[config.mk]
export PLATFORM = sky130hd
export DESIGN_NAME = soft_reset_ctrl
export DESIGN_NICKNAME = d
export VERILOG_FILES = /design/src/rtl/sr_pkg.sv /design/src/rtl/sr_clk_mon.sv /design/src/rtl/sr_seq.sv /design/src/rtl/soft_reset_ctrl.sv
export SDC_FILE = /design/constraint.sdc
export NUM_CORES = 1
export LEC_CHECK = 0
export BUFFER_PORTS_ARGS = -buffer_cell sky130_fd_sc_hd__clkbuf_2
export CORE_MARGIN = 2
export CORE_UTILIZATION = 59
export CTS_BUF_LIST = sky130_fd_sc_hd__clkbuf_4
export CTS_CLUSTER_SIZE = 24
export DETAILED_ROUTE_END_ITERATION = 16
export PLACE_DENSITY = 0.88
export RECOVER_POWER = 25
export SETUP_SLACK_MARGIN = 0.02
export SLEW_MARGIN = 20
export SYNTH_ARGS = -nofsm -noshare
export SYNTH_HDL_FRONTEND = slang
export SYNTH_SLANG_ARGS = --single-unit
[constraint.sdc]
create_clock -name clk -period 2.3 [get_ports clk]
set_input_delay 0.575 -clock clk [delete_from_list [all_inputs] [get_ports clk]]
set_output_delay 0.575 -clock clk [all_outputs]
set_load 0.1 [all_outputs]
[src/rtl/sr_pkg.sv]
package sr_pkg;
    typedef enum logic [1:0] {
        SQ_IDLE  = 2'd0,
        SQ_WAIT  = 2'd1,
        SQ_RESET = 2'd2
    } sq_state_e;

    localparam int CTL_BUSY_BIT  = 0;
    localparam int CTL_TMO_BIT   = 1;
    localparam int CTL_BUS32_BIT = 2;
endpackage

[src/rtl/sr_clk_mon.sv]
module sr_clk_mon #(
    parameter int WINDOW = 16
) (
    input  logic clk,
    input  logic rst_n,
    input  logic phy_clk_i,
    output logic running_o
);
    localparam int CW = $clog2(WINDOW + 1);

    typedef struct packed {
        logic [2:0]    sync;
        logic [CW-1:0] cnt;
        logic          running;
    } mon_t;

    mon_t st_d, st_q;
    logic edge_seen;

    always_comb begin
        st_d      = st_q;
        st_d.sync = {st_q.sync[1:0], phy_clk_i};
        edge_seen = st_q.sync[1] ^ st_q.sync[2];
        if (edge_seen) begin
            st_d.cnt     = '0;
            st_d.running = 1'b1;
        end else if (st_q.cnt == CW'(WINDOW - 1)) begin
            st_d.running = 1'b0;
        end else begin
            st_d.cnt = st_q.cnt + 1'b1;
        end
    end

    always_ff @(posedge clk or negedge rst_n) begin
        if (!rst_n) st_q <= '0;
        else        st_q <= st_d;
    end

    assign running_o = st_q.running;
endmodule

[src/rtl/sr_seq.sv]
module sr_seq
    import sr_pkg::*;
#(
    parameter int TIMEOUT_CYC = 64,
    parameter int RST_CYC     = 4
) (
    input  logic clk,
    input  logic rst_n,
    input  logic start_i,
    input  logic clk_ok_i,
    output logic busy_o,
    output logic rst_active_o,
    output logic timeout_o,
    output logic done_o
);
    localparam int MAXC = (TIMEOUT_CYC > RST_CYC) ? TIMEOUT_CYC : RST_CYC;
    localparam int CW   = $clog2(MAXC + 1);

    typedef struct packed {
        sq_state_e     state;
        logic [CW-1:0] cnt;
    } seq_t;

    seq_t st_d, st_q;

    always_comb begin
        st_d      = st_q;
        timeout_o = 1'b0;
        done_o    = 1'b0;
        unique case (st_q.state)
            SQ_IDLE: begin
                if (start_i) begin
                    st_d.state = SQ_WAIT;
                    st_d.cnt   = '0;
                end
            end
            SQ_WAIT: begin
                if (clk_ok_i) begin
                    st_d.state = SQ_RESET;
                    st_d.cnt   = '0;
                end else if (st_q.cnt == CW'(TIMEOUT_CYC - 1)) begin
                    st_d.state = SQ_IDLE;
                    timeout_o  = 1'b1;
                end else begin
                    st_d.cnt = st_q.cnt + 1'b1;
                end
            end
            SQ_RESET: begin
                if (st_q.cnt == CW'(RST_CYC - 1)) begin
                    st_d.state = SQ_IDLE;
                    done_o     = 1'b1;
                end else begin
                    st_d.cnt = st_q.cnt + 1'b1;
                end
            end
            default: st_d.state = SQ_IDLE;
        endcase
    end

    always_ff @(posedge clk or negedge rst_n) begin
        if (!rst_n) st_q <= '{state: SQ_IDLE, cnt: '0};
        else        st_q <= st_d;
    end

    assign busy_o       = (st_q.state != SQ_IDLE);
    assign rst_active_o = (st_q.state == SQ_RESET);
endmodule

[src/rtl/soft_reset_ctrl.sv]
module soft_reset_ctrl
    import sr_pkg::*;
#(
    parameter int               WINDOW      = 16,
    parameter int               TIMEOUT_CYC = 64,
    parameter int               RST_CYC     = 4,
    parameter int               SYS_W       = 8,
    parameter logic [SYS_W-1:0] PROT_MASK   = 8'hF0,
    parameter logic [SYS_W-1:0] SYS_RST     = 8'h05
) (
    input  logic             clk,
    input  logic             rst_n,
    input  logic             phy_rx_clk_i,
    input  logic             phy_tx_clk_i,
    input  logic             host_rd_i,
    input  logic             host_wr_i,
    input  logic             host_addr_i,
    input  logic [SYS_W-1:0] host_wdata_i,
    output logic [SYS_W-1:0] host_rdata_o,
    input  logic             wake_i,
    input  logic             strap_bus32_i,
    input  logic             err_tx_set_i,
    input  logic             err_rx_set_i,
    output logic             err_tx_o,
    output logic             err_rx_o,
    output logic             mac_rst_o
);
    localparam int NCLK = 2;

    typedef struct packed {
        logic             timeout;
        logic             unlocked;
        logic             err_tx;
        logic             err_rx;
        logic [SYS_W-1:0] sys;
        logic             bus32;
        logic             strap_taken;
    } regs_t;

    regs_t regs_d, regs_q;

    logic [NCLK-1:0] phy_clks;
    logic [NCLK-1:0] clk_run;
    logic clk_ok, busy, rst_active, tmo_evt, done_evt;
    logic wr_ok, start;

    assign phy_clks = {phy_tx_clk_i, phy_rx_clk_i};

    for (genvar g = 0; g < NCLK; g++) begin : g_mon
        sr_clk_mon #(.WINDOW(WINDOW)) u_mon (
            .clk       (clk),
            .rst_n     (rst_n),
            .phy_clk_i (phy_clks[g]),
            .running_o (clk_run[g])
        );
    end

    assign clk_ok = &clk_run;

    sr_seq #(.TIMEOUT_CYC(TIMEOUT_CYC), .RST_CYC(RST_CYC)) u_seq (
        .clk          (clk),
        .rst_n        (rst_n),
        .start_i      (start),
        .clk_ok_i     (clk_ok),
        .busy_o       (busy),
        .rst_active_o (rst_active),
        .timeout_o    (tmo_evt),
        .done_o       (done_evt)
    );

    assign wr_ok = host_wr_i && regs_q.unlocked;
    assign start = wr_ok && !host_addr_i && host_wdata_i[CTL_BUSY_BIT] && !busy;

    always_comb begin
        regs_d = regs_q;
        // bus width strap is captured once
        if (!regs_q.strap_taken) begin
            regs_d.bus32       = strap_bus32_i;
            regs_d.strap_taken = 1'b1;
        end
        // write gate: a read arms it, wake or a finished reset disarms it
        if (host_rd_i)            regs_d.unlocked = 1'b1;
        if (wake_i || done_evt)   regs_d.unlocked = 1'b0;
        // timeout status
        if (start)   regs_d.timeout = 1'b0;
        if (tmo_evt) regs_d.timeout = 1'b1;
        // error latches, cleared by the active reset
        if (err_tx_set_i) regs_d.err_tx = 1'b1;
        if (err_rx_set_i) regs_d.err_rx = 1'b1;
        if (wr_ok && host_addr_i) regs_d.sys = host_wdata_i;
        if (rst_active) begin
            regs_d.err_tx = 1'b0;
            regs_d.err_rx = 1'b0;
            regs_d.sys    = (regs_q.sys & PROT_MASK) | (SYS_RST & ~PROT_MASK);
        end
    end

    always_ff @(posedge clk or negedge rst_n) begin
        if (!rst_n) begin
            regs_q          <= '0;
            regs_q.sys      <= SYS_RST;
        end else begin
            regs_q <= regs_d;
        end
    end

    always_comb begin
        host_rdata_o = '0;
        if (host_addr_i) begin
            host_rdata_o = regs_q.sys;
        end else begin
            host_rdata_o[CTL_BUSY_BIT]  = busy;
            host_rdata_o[CTL_TMO_BIT]   = regs_q.timeout;
            host_rdata_o[CTL_BUS32_BIT] = regs_q.bus32;
        end
    end

    assign err_tx_o  = regs_q.err_tx;
    assign err_rx_o  = regs_q.err_rx;
    assign mac_rst_o = rst_active;
endmodule

==> run_results.csv, run 1 <==
group,metric,value,unit
synthesis,synth_cells,179,
pwr,leakagePower,1.114,nW
die,die_y,62.67,um
sta,finClkSkew,0.01073,ns
clock_network,cts_max_level,2,
sta,tightest_slew,0.6627,ns
drt,ant_nets,0,
worst_setup_path,critPathTopFamily,"flip-flops",
die,core_area,3311,um2
die,die_area,3927,um2
synthesis,synth_async_sr_flop_share,100.0,%
clock_network,clkTransAtPathRegs,0.13,ns
hold_path,hp-class,"input pin to async pin",
sta,period_needed,2.188,ns
worst_setup_path,max_stage_delay,0.47,ns
worst_setup_path,end_kind,"primary output",
drt,wl,3738,um
worst_setup_path,crit_chain,"inv_1, ha_1, o21ai_2, buf_6",
layout,fin_nets,243,
drt,drtIter0Drc,58,
clock_network,clk_latency,0.36,ns
global_routing,grt_pass1_vias,1534,
clock_network,root_buffer,"clkbuf_4",
place,numPortBuffers,29,
synthesis,synth-edff-count,0,
pwr,switchingPower,0.001229,W
clock_network,cts.path.max_buffers,2,
place,gp_congestion,0.7832,
synthesis,synth_warnings,0,
worst_setup_path,worstPathRequired,1.73,ns
die,io_pins,30,
synthesis,synth_nets,207,
worst_setup_path,startpoint_type,"flip-flop",
clock_network,numCtsBuffers,5,
worst_setup_path,crit_type,"flip-flop to primary output",
global_routing,track_usage,22.87,%
clock_network,cts_tree,"yes",
pwr,powerDensity,1186,nW/um2
pwr,pwr-share-clk,20.9,%
global_routing,overflow,0,
synthesis,ys.flop_type,"dfrtp_1",
synthesis,syn_avg_cell_area,11.34,um2
synthesis,ys_ff_latch,41,
worst_setup_path,cp_max_fo,5,
die,rows,21,
die,initial_core_util,61.34,%
clock_network,postCtsSetupBuffers,0,
drt,dr.pass1.iters,4,
synthesis,yosysUniqueCellTypes,47,
global_routing,grt_pass1_wl,6865,um
sta,max_freq,0.4570,GHz
sta,setup_viol,0,
place,post-dp-hpwl,2767,um
clock_network,clock_sinks,41,
sta,slew_headroom,55.82,%
global_routing,antenna_found_initial,0,
synthesis,yosysTopAreaCell,"dfrtp_1",
layout,final_core_util,71.88,%
drt,wl_per_cell,14.27,um
clock_network,hold_buffers,0,
sta,grt_setup_unrepaired,"yes",
synthesis,syn_area,2031,um2
pwr,seqPwrFrac,34.6,%
drt,drc_errors,0,
drt,vias,1428,
drt,avgViaCountPerCell,5.450,
sta,tns,0,ns
synthesis,synth-seq-area-share,50.65,%
layout,drive_gt1_share,24.54,%
worst_setup_path,worst-path-buf-inv,2,
pwr,ir_drop,0.8666,mV
layout,n_antenna_cell,0,
sta,hold_violations,0,
layout,area_growth,17.19,%
synthesis,netlist.area_leader.share,48.06,%
pwr,power.share.switching,43.56,%
pwr,internal-power,0.001593,W
die,die_w,62.67,um
sta,drv_slew,0,
synthesis,synth_common_cells,"dfrtp_1, nor2_1, inv_1",
sta,timing.final.crit_share,95.14,%
pwr,pwr-share-comb,44.5,%
run_status,status,"finished clean",
synthesis,yosysMostFrequentCell,"dfrtp_1",
worst_setup_path,crit_arrival,1.61,ns
global_routing,grt_max_degree,19,
run,cap_violations,0,
synthesis,yosys-top-cells-area,"dfrtp_1, ha_1, nor2_1",
worst_setup_path,critPathSlowestCell,"dfrtp_1",
[final timing paths]
path / slack [ns] / end / startpoint / cells after the start
worst max-delay path: 0.11 / host_rdata_o[0] / u_seq.st_q[8] / 4
worst min-delay path: 0.19 / u_seq.st_q[0] / rst_n / 1
worst max register to register: 0.19 / u_seq.st_q[3] / u_seq.st_q[8] / 7
worst min register to register: 0.37 / g_mon[1].u_mon.st_d[8] / g_mon[1].u_mon.st_d[7] / 0
max in group asynchronous: 1.12 / g_mon[0].u_mon.st_d[7] / rst_n / 2
min in group clk: 0.31 / g_mon[1].u_mon.st_d[7] / phy_tx_clk_i / 1
[layout make-up]
type / count / area (um2)
Clock inverter: 3 / 68.82
Multi-Input combinational cell: 121 / 947.2
Inverter: 13 / 48.80
Clock buffer: 5 / 37.54
Sequential cell: 41 / 1028
Timing Repair Buffer: 33 / 191.4
Fill cell: 252 / 930.9
Tap cell: 46 / 57.56
[cells by family after synthesis]
family	share of synthesized area [%]
simple gates	17.75
compound gates	11.34
mux	7.578
buf+inv	3.512
xor+xnor	3.451
flops	50.65
fa+ha+maj	5.545
other cells	0.1847
[registers in the layout (all words and copies together) (netlist names)]
| name | cells |
|---|---|
| g_mon.u_mon.st_d | 4 |
| err_tx_o | 1 |
| g_mon.u_mon.running_o | 2 |
| u_seq.st_q | 9 |
| err_rx_o | 1 |
| regs_q | 12 |
| g_mon.u_mon.st_q | 12 |
[cell usage in the layout, fill, tap and decap left out, types with 2 or more instances in the layout]
cell,netlist,final
clkbuf_2,0,21
inv_1,13,13
dfstp_2,2,2
o221ai_1,2,2
xor2_1,6,6
xnor2_1,2,2
nor2b_1,2,2
mux2i_1,6,6
ha_1,9,8
nand2_1,4,4
a21o_1,2,2
a211o_1,2,2
o211ai_1,2,2
and2_1,6,6
buf_4,0,9
o21ai_0,3,2
clkbuf_1,3,2
mux2_1,6,6
bufinv_16,0,2
o2bb2ai_1,4,4
nand2b_1,2,2
clkbuf_4,0,5
nand3_1,6,6
nor2_1,23,23
and3_1,3,3
nand4_1,5,5
dfrtp_1,39,39
or3_1,3,3
a21oi_1,2,2
[worst reg2reg max path, cell delays in order, from the launching register on]
cell and delay, ns:
dfrtp_1 0.47, inv_1 0.11, ha_1 0.19, a21boi_4 0.27, or4b_1 0.54, buf_4 0.20, nand4_2 0.15, o2bb2ai_1 0.09
[metal layers]
layer  track usage [%]  vias to the layer above  wire [um]
li1                  -                      693          -
met4             10.56                        0        100
met2             37.63                       37       1866
met1             28.31                      688       1617
met5                 0                        -          0
met3             5.946                       10        153
[power by group through the flow]
| stage | logic, W | registers (W) | clock network [W] |
|---|---|---|---|
| floorplan | 0.000903 | 0.00107 | 0 |
| CTS | 0.00124 | 0.000974 | 0.000598 |
| global placement | 0.00121 | 0.000976 | 0 |
| detailed placement | 0.00123 | 0.000985 | 0 |
| finish | 0.00126 | 0.000977 | 0.000589 |
| global route | 0.00135 | 0.000995 | 0.000635 |
[per-stage QoR]
stage / hold slack, ns / instance area [um2] / power, W / setup slack, ns / instances
6_report: 0.1899 / 2380 / 0.002822 / 0.1119 / 262
5_1_grt: 0.2312 / 2380 / 0.002982 / 0.01334 / 262
4_1_cts: 0.08241 / 2371 / 0.002814 / 0.05170 / 262
3_5_place_dp: 0.3451 / 2265 / 0.002220 / 0.2201 / 254
3_3_place_gp: 0.3337 / 2265 / 0.002189 / 0.2283 / 254
2_1_floorplan: 0.2794 / 2037 / 0.001977 / 0.1007 / 179
[timing repair]
| action | in CTS | in global routing |
|---|---|---|
| setup endpoints to repair | 0 | 2 |
| resized for setup | 0 | 2 |
| endpoints found under the hold margin | 0 | 0 |
Note: power is estimated with default switching activity, not from simulation.
==> run 2, diff against run 1 <==
--- a/config.mk
+++ b/config.mk
@@ -5,13 +5,14 @@
 export SDC_FILE = /design/constraint.sdc
 export NUM_CORES = 1
 export LEC_CHECK = 0
+export ABC_AREA = 1
 export BUFFER_PORTS_ARGS = -buffer_cell sky130_fd_sc_hd__clkbuf_2
 export CORE_MARGIN = 2
-export CORE_UTILIZATION = 59
+export CORE_UTILIZATION = 58
 export CTS_BUF_LIST = sky130_fd_sc_hd__clkbuf_4
 export CTS_CLUSTER_SIZE = 24
 export DETAILED_ROUTE_END_ITERATION = 16
-export PLACE_DENSITY = 0.88
+export PLACE_DENSITY = 0.87
 export RECOVER_POWER = 25
 export SETUP_SLACK_MARGIN = 0.02
 export SLEW_MARGIN = 20
==> run 2 against run 1 <==
Core utilization shrank 1.5 points. Non-clock buffer count shrank 3. Power shrank 16%. Clock power shrank 37%. Critical path depth is the same. Worst hold slack gained 0.13 ns. Via count grew 14%. Area after synthesis shrank 0.55%. Flip-flop and latch count is the same. Clock skew grew 0.0027 ns.
==> run_results.csv, run 2 <==
group,metric,value,unit
worst_setup_path,r2r_start,"g_mon[1].u_mon.st_q[1]",
die,die_area,3970,um2
synthesis,ys_ff_latch,41,
worst_setup_path,reg2reg_slack,0.72,ns
sta,max_freq,0.4692,GHz
sta,setup_viol,0,
pwr,ir_drop,0.5629,mV
clock_network,clkTransAtPathRegs,0.13,ns
synthesis,yosysTopAreaCell,"dfrtp_1",
synthesis,yosysUniqueCellTypes,27,
place,numPortBuffers,29,
clock_network,clk_latency,0.36,ns
place,gp_congestion,0.8680,
worst_setup_path,critPathTopFamily,"flip-flops",
sta,grt_setup_unrepaired,"no",
run,cap_violations,0,
synthesis,synth_nets,272,
synthesis,syn_avg_cell_area,8.276,um2
drt,vias,1631,
drt,ant_nets,0,
worst_setup_path,end_kind,"primary output",
layout,drive_gt1_share,19.22,%
global_routing,overflow,0,
sta,tightest_slew,0.9542,ns
drt,dr.pass1.iters,5,
sta,drv_slew,0,
drt,wl,3693,um
layout,final_cell_mix,"nand2_1, dfrtp_1, inv_1, nor2_1, clkbuf_2",
sta,finClkSkew,0.01343,ns
sta,timing.final.crit_share,92.67,%
pwr,powerDensity,1015,nW/um2
layout,n_antenna_cell,0,
clock_network,cts_tree,"yes",
pwr,leakagePower,1.258,nW
die,io_pins,30,
die,die_w,63.01,um
clock_network,cts.path.max_buffers,2,
worst_setup_path,max_stage_delay,0.43,ns
worst_setup_path,critPathSlowestCell,"dfrtp_1",
worst_setup_path,worst-path-buf-inv,2,
global_routing,grt_pass1_wl,6403,um
clock_network,clock_sinks,41,
place,post-dp-hpwl,2739,um
worst_setup_path,crit_type,"flip-flop to primary output",
synthesis,yosys-top-cells-area,"dfrtp_1, nand2_1, inv_1",
worst_setup_path,startpoint_type,"flip-flop",
die,rows,21,
hold_path,min_path_cells,1,
run_status,status,"finished clean",
worst_setup_path,worstPathRequired,1.73,ns
worst_setup_path,startpoint,"u_seq.st_q[8]",
sta,tns,0,ns
synthesis,synth-seq-area-share,50.93,%
die,die_y,63.01,um
synthesis,ys.flop_type,"dfrtp_1",
synthesis,synth-edff-count,0,
die,core_area,3337,um2
synthesis,synth_async_sr_flop_share,100.0,%
drt,avgViaCountPerCell,4.988,
clock_network,root_buffer,"clkbuf_4",
layout,area_growth,16.29,%
synthesis,synth_warnings,0,
worst_setup_path,crit_cells,4,
layout,mostFrequentLayoutCell,"nand2_1",
synthesis,yosysMostFrequentCell,"nand2_1",
worst_setup_path,endpoint,"host_rdata_o[0]",
layout,fin_nets,308,
drt,drtIter0Drc,61,
synthesis,netlist.area_leader.share,48.33,%
drt,wl_per_cell,11.29,um
clock_network,hold_buffers,0,
layout,reg.largest.list,"g_mon.u_mon.st_q: 12 flops, regs_q: 12 flops, u_seq.st_q: 9 flops",
synthesis,synth_common_cells,"nand2_1, dfrtp_1, inv_1",
sta,hold_violations,0,
layout,final_core_util,70.38,%
global_routing,grt_pass1_vias,1535,
sta,slew_headroom,36.38,%
clock_network,cts-resized-gates,0,
global_routing,track_usage,20.85,%
clock_network,cts_max_level,2,
clock_network,postCtsSetupBuffers,0,
synthesis,syn_area,2019,um2
clock_network,numCtsBuffers,5,
global_routing,grt_max_degree,42,
global_routing,antenna_found_initial,0,
worst_setup_path,crit_chain,"inv_1, ha_1, o21ai_2, buf_12",
die,initial_core_util,60.52,%
sta,period_needed,2.131,ns
layout,nFillCells,271,
hold_path,hp-class,"input pin to flip-flop",
worst_setup_path,cp_max_fo,5,
worst_setup_path,r2r-end,"g_mon[1].u_mon.st_q[4]",
synthesis,synth_cells,244,
worst_setup_path,crit_arrival,1.56,ns
worst_setup_path,r2r_cells,8,
drt,drc_errors,0,
run 2: cell count changes after synthesis, moves of 4 or more:
| cell | before | now |
|---|---|---|
| a21oi_1 | 2 | 8 |
| and2_1 | 6 | 0 |
| inv_1 | 13 | 35 |
| mux2_1 | 6 | 0 |
| mux2i_1 | 6 | 0 |
| nand2_1 | 4 | 79 |
| nand4_1 | 5 | 1 |
| nor3_1 | 0 | 6 |
| o21ai_0 | 3 | 7 |
| o2bb2ai_1 | 4 | 0 |
| xor2_1 | 6 | 2 |
run 2: area by class of cell:
class,instances,area (um2),share of cell area [%]
Clock inverter,3,21.27,0.9057
Clock buffer,5,37.54,1.598
Timing Repair Buffer,30,210.2,8.950
Inverter,36,135.1,5.754
Sequential cell,41,1028,43.79
Multi-Input combinational cell,166,858.3,36.55
Tap cell,46,57.56,2.451
run 2: worst min path at each step:
stage | slack, ns | endpoint | start
after global placement | 0.33 | g_mon[1].u_mon.st_d[8] | g_mon[1].u_mon.st_d[7]
final | 0.32 | g_mon[1].u_mon.st_d[7] | phy_tx_clk_i
after floorplan | 0.28 | err_rx_o | rst_n
after detailed placement | 0.34 | g_mon[0].u_mon.st_d[8] | g_mon[0].u_mon.st_d[7]
after CTS | 0.25 | g_mon[0].u_mon.st_q[5] | rst_n
after global routing | 0.30 | g_mon[1].u_mon.st_d[7] | phy_tx_clk_i
run 2: report_power, final:
| group | internal, W | switching [W] | total [W] |
|---|---|---|---|
| Clock | 0.000121 | 0.000250 | 0.000371 |
| Sequential | 0.000852 | 0.0000887 | 0.000940 |
| Combinational | 0.000289 | 0.000782 | 0.00107 |
run 2: cell families (layout without fill, tap and decap cells):
group | after synthesis | in the layout | synth area share [%]
AO/OA/AOI/OAI | 19 | 19 | 5.329
flip-flops | 41 | 41 | 50.93
adder cells (fa/ha/maj) | 9 | 9 | 5.576
buffers and inverters | 37 | 74 | 7.063
XOR/XNOR | 5 | 5 | 2.169
multiplexers | 1 | 1 | 0.5576
AND/OR/NAND/NOR | 131 | 131 | 28.19
other | 1 | 1 | 0.1857
run 2: stage by stage:
step / std cells / worst slack (ns) / hold slack, ns / instance area [um2] / power, W
CTS: 327 / 0.05040 / 0.2507 / 2349 / 0.002396
detailed placement: 319 / 0.4371 / 0.3363 / 2290 / 0.002025
global route: 327 / 0.07216 / 0.2990 / 2349 / 0.002514
floorplan: 244 / 0.1114 / 0.2794 / 2027 / 0.001749
global placement: 319 / 0.4552 / 0.3340 / 2290 / 0.001986
finish: 327 / 0.1685 / 0.3192 / 2349 / 0.002383
run 2: worst register-to-register path, delay by kind of cell, from the launching register on:
| family | cells | cell delay (ns) |
|---|---|---|
| fa+ha+maj | 2 | 0.43 |
| flops | 1 | 0.42 |
| simple gates | 3 | 0.31 |
| compound gates | 2 | 0.24 |
| buf+inv | 1 | 0.08 |
run 2: layer usage:
| layer | up-vias | GRT usage, % | part of all wire [%] |
|---|---|---|---|
| met2 | 50 | 35.11 | 49 |
| li1 | 822 | - | - |
| met5 | - | 0 | 0 |
| met4 | 0 | 10.00 | 2.4 |
| met1 | 749 | 24.57 | 44 |
| met3 | 10 | 5.766 | 4.8 |
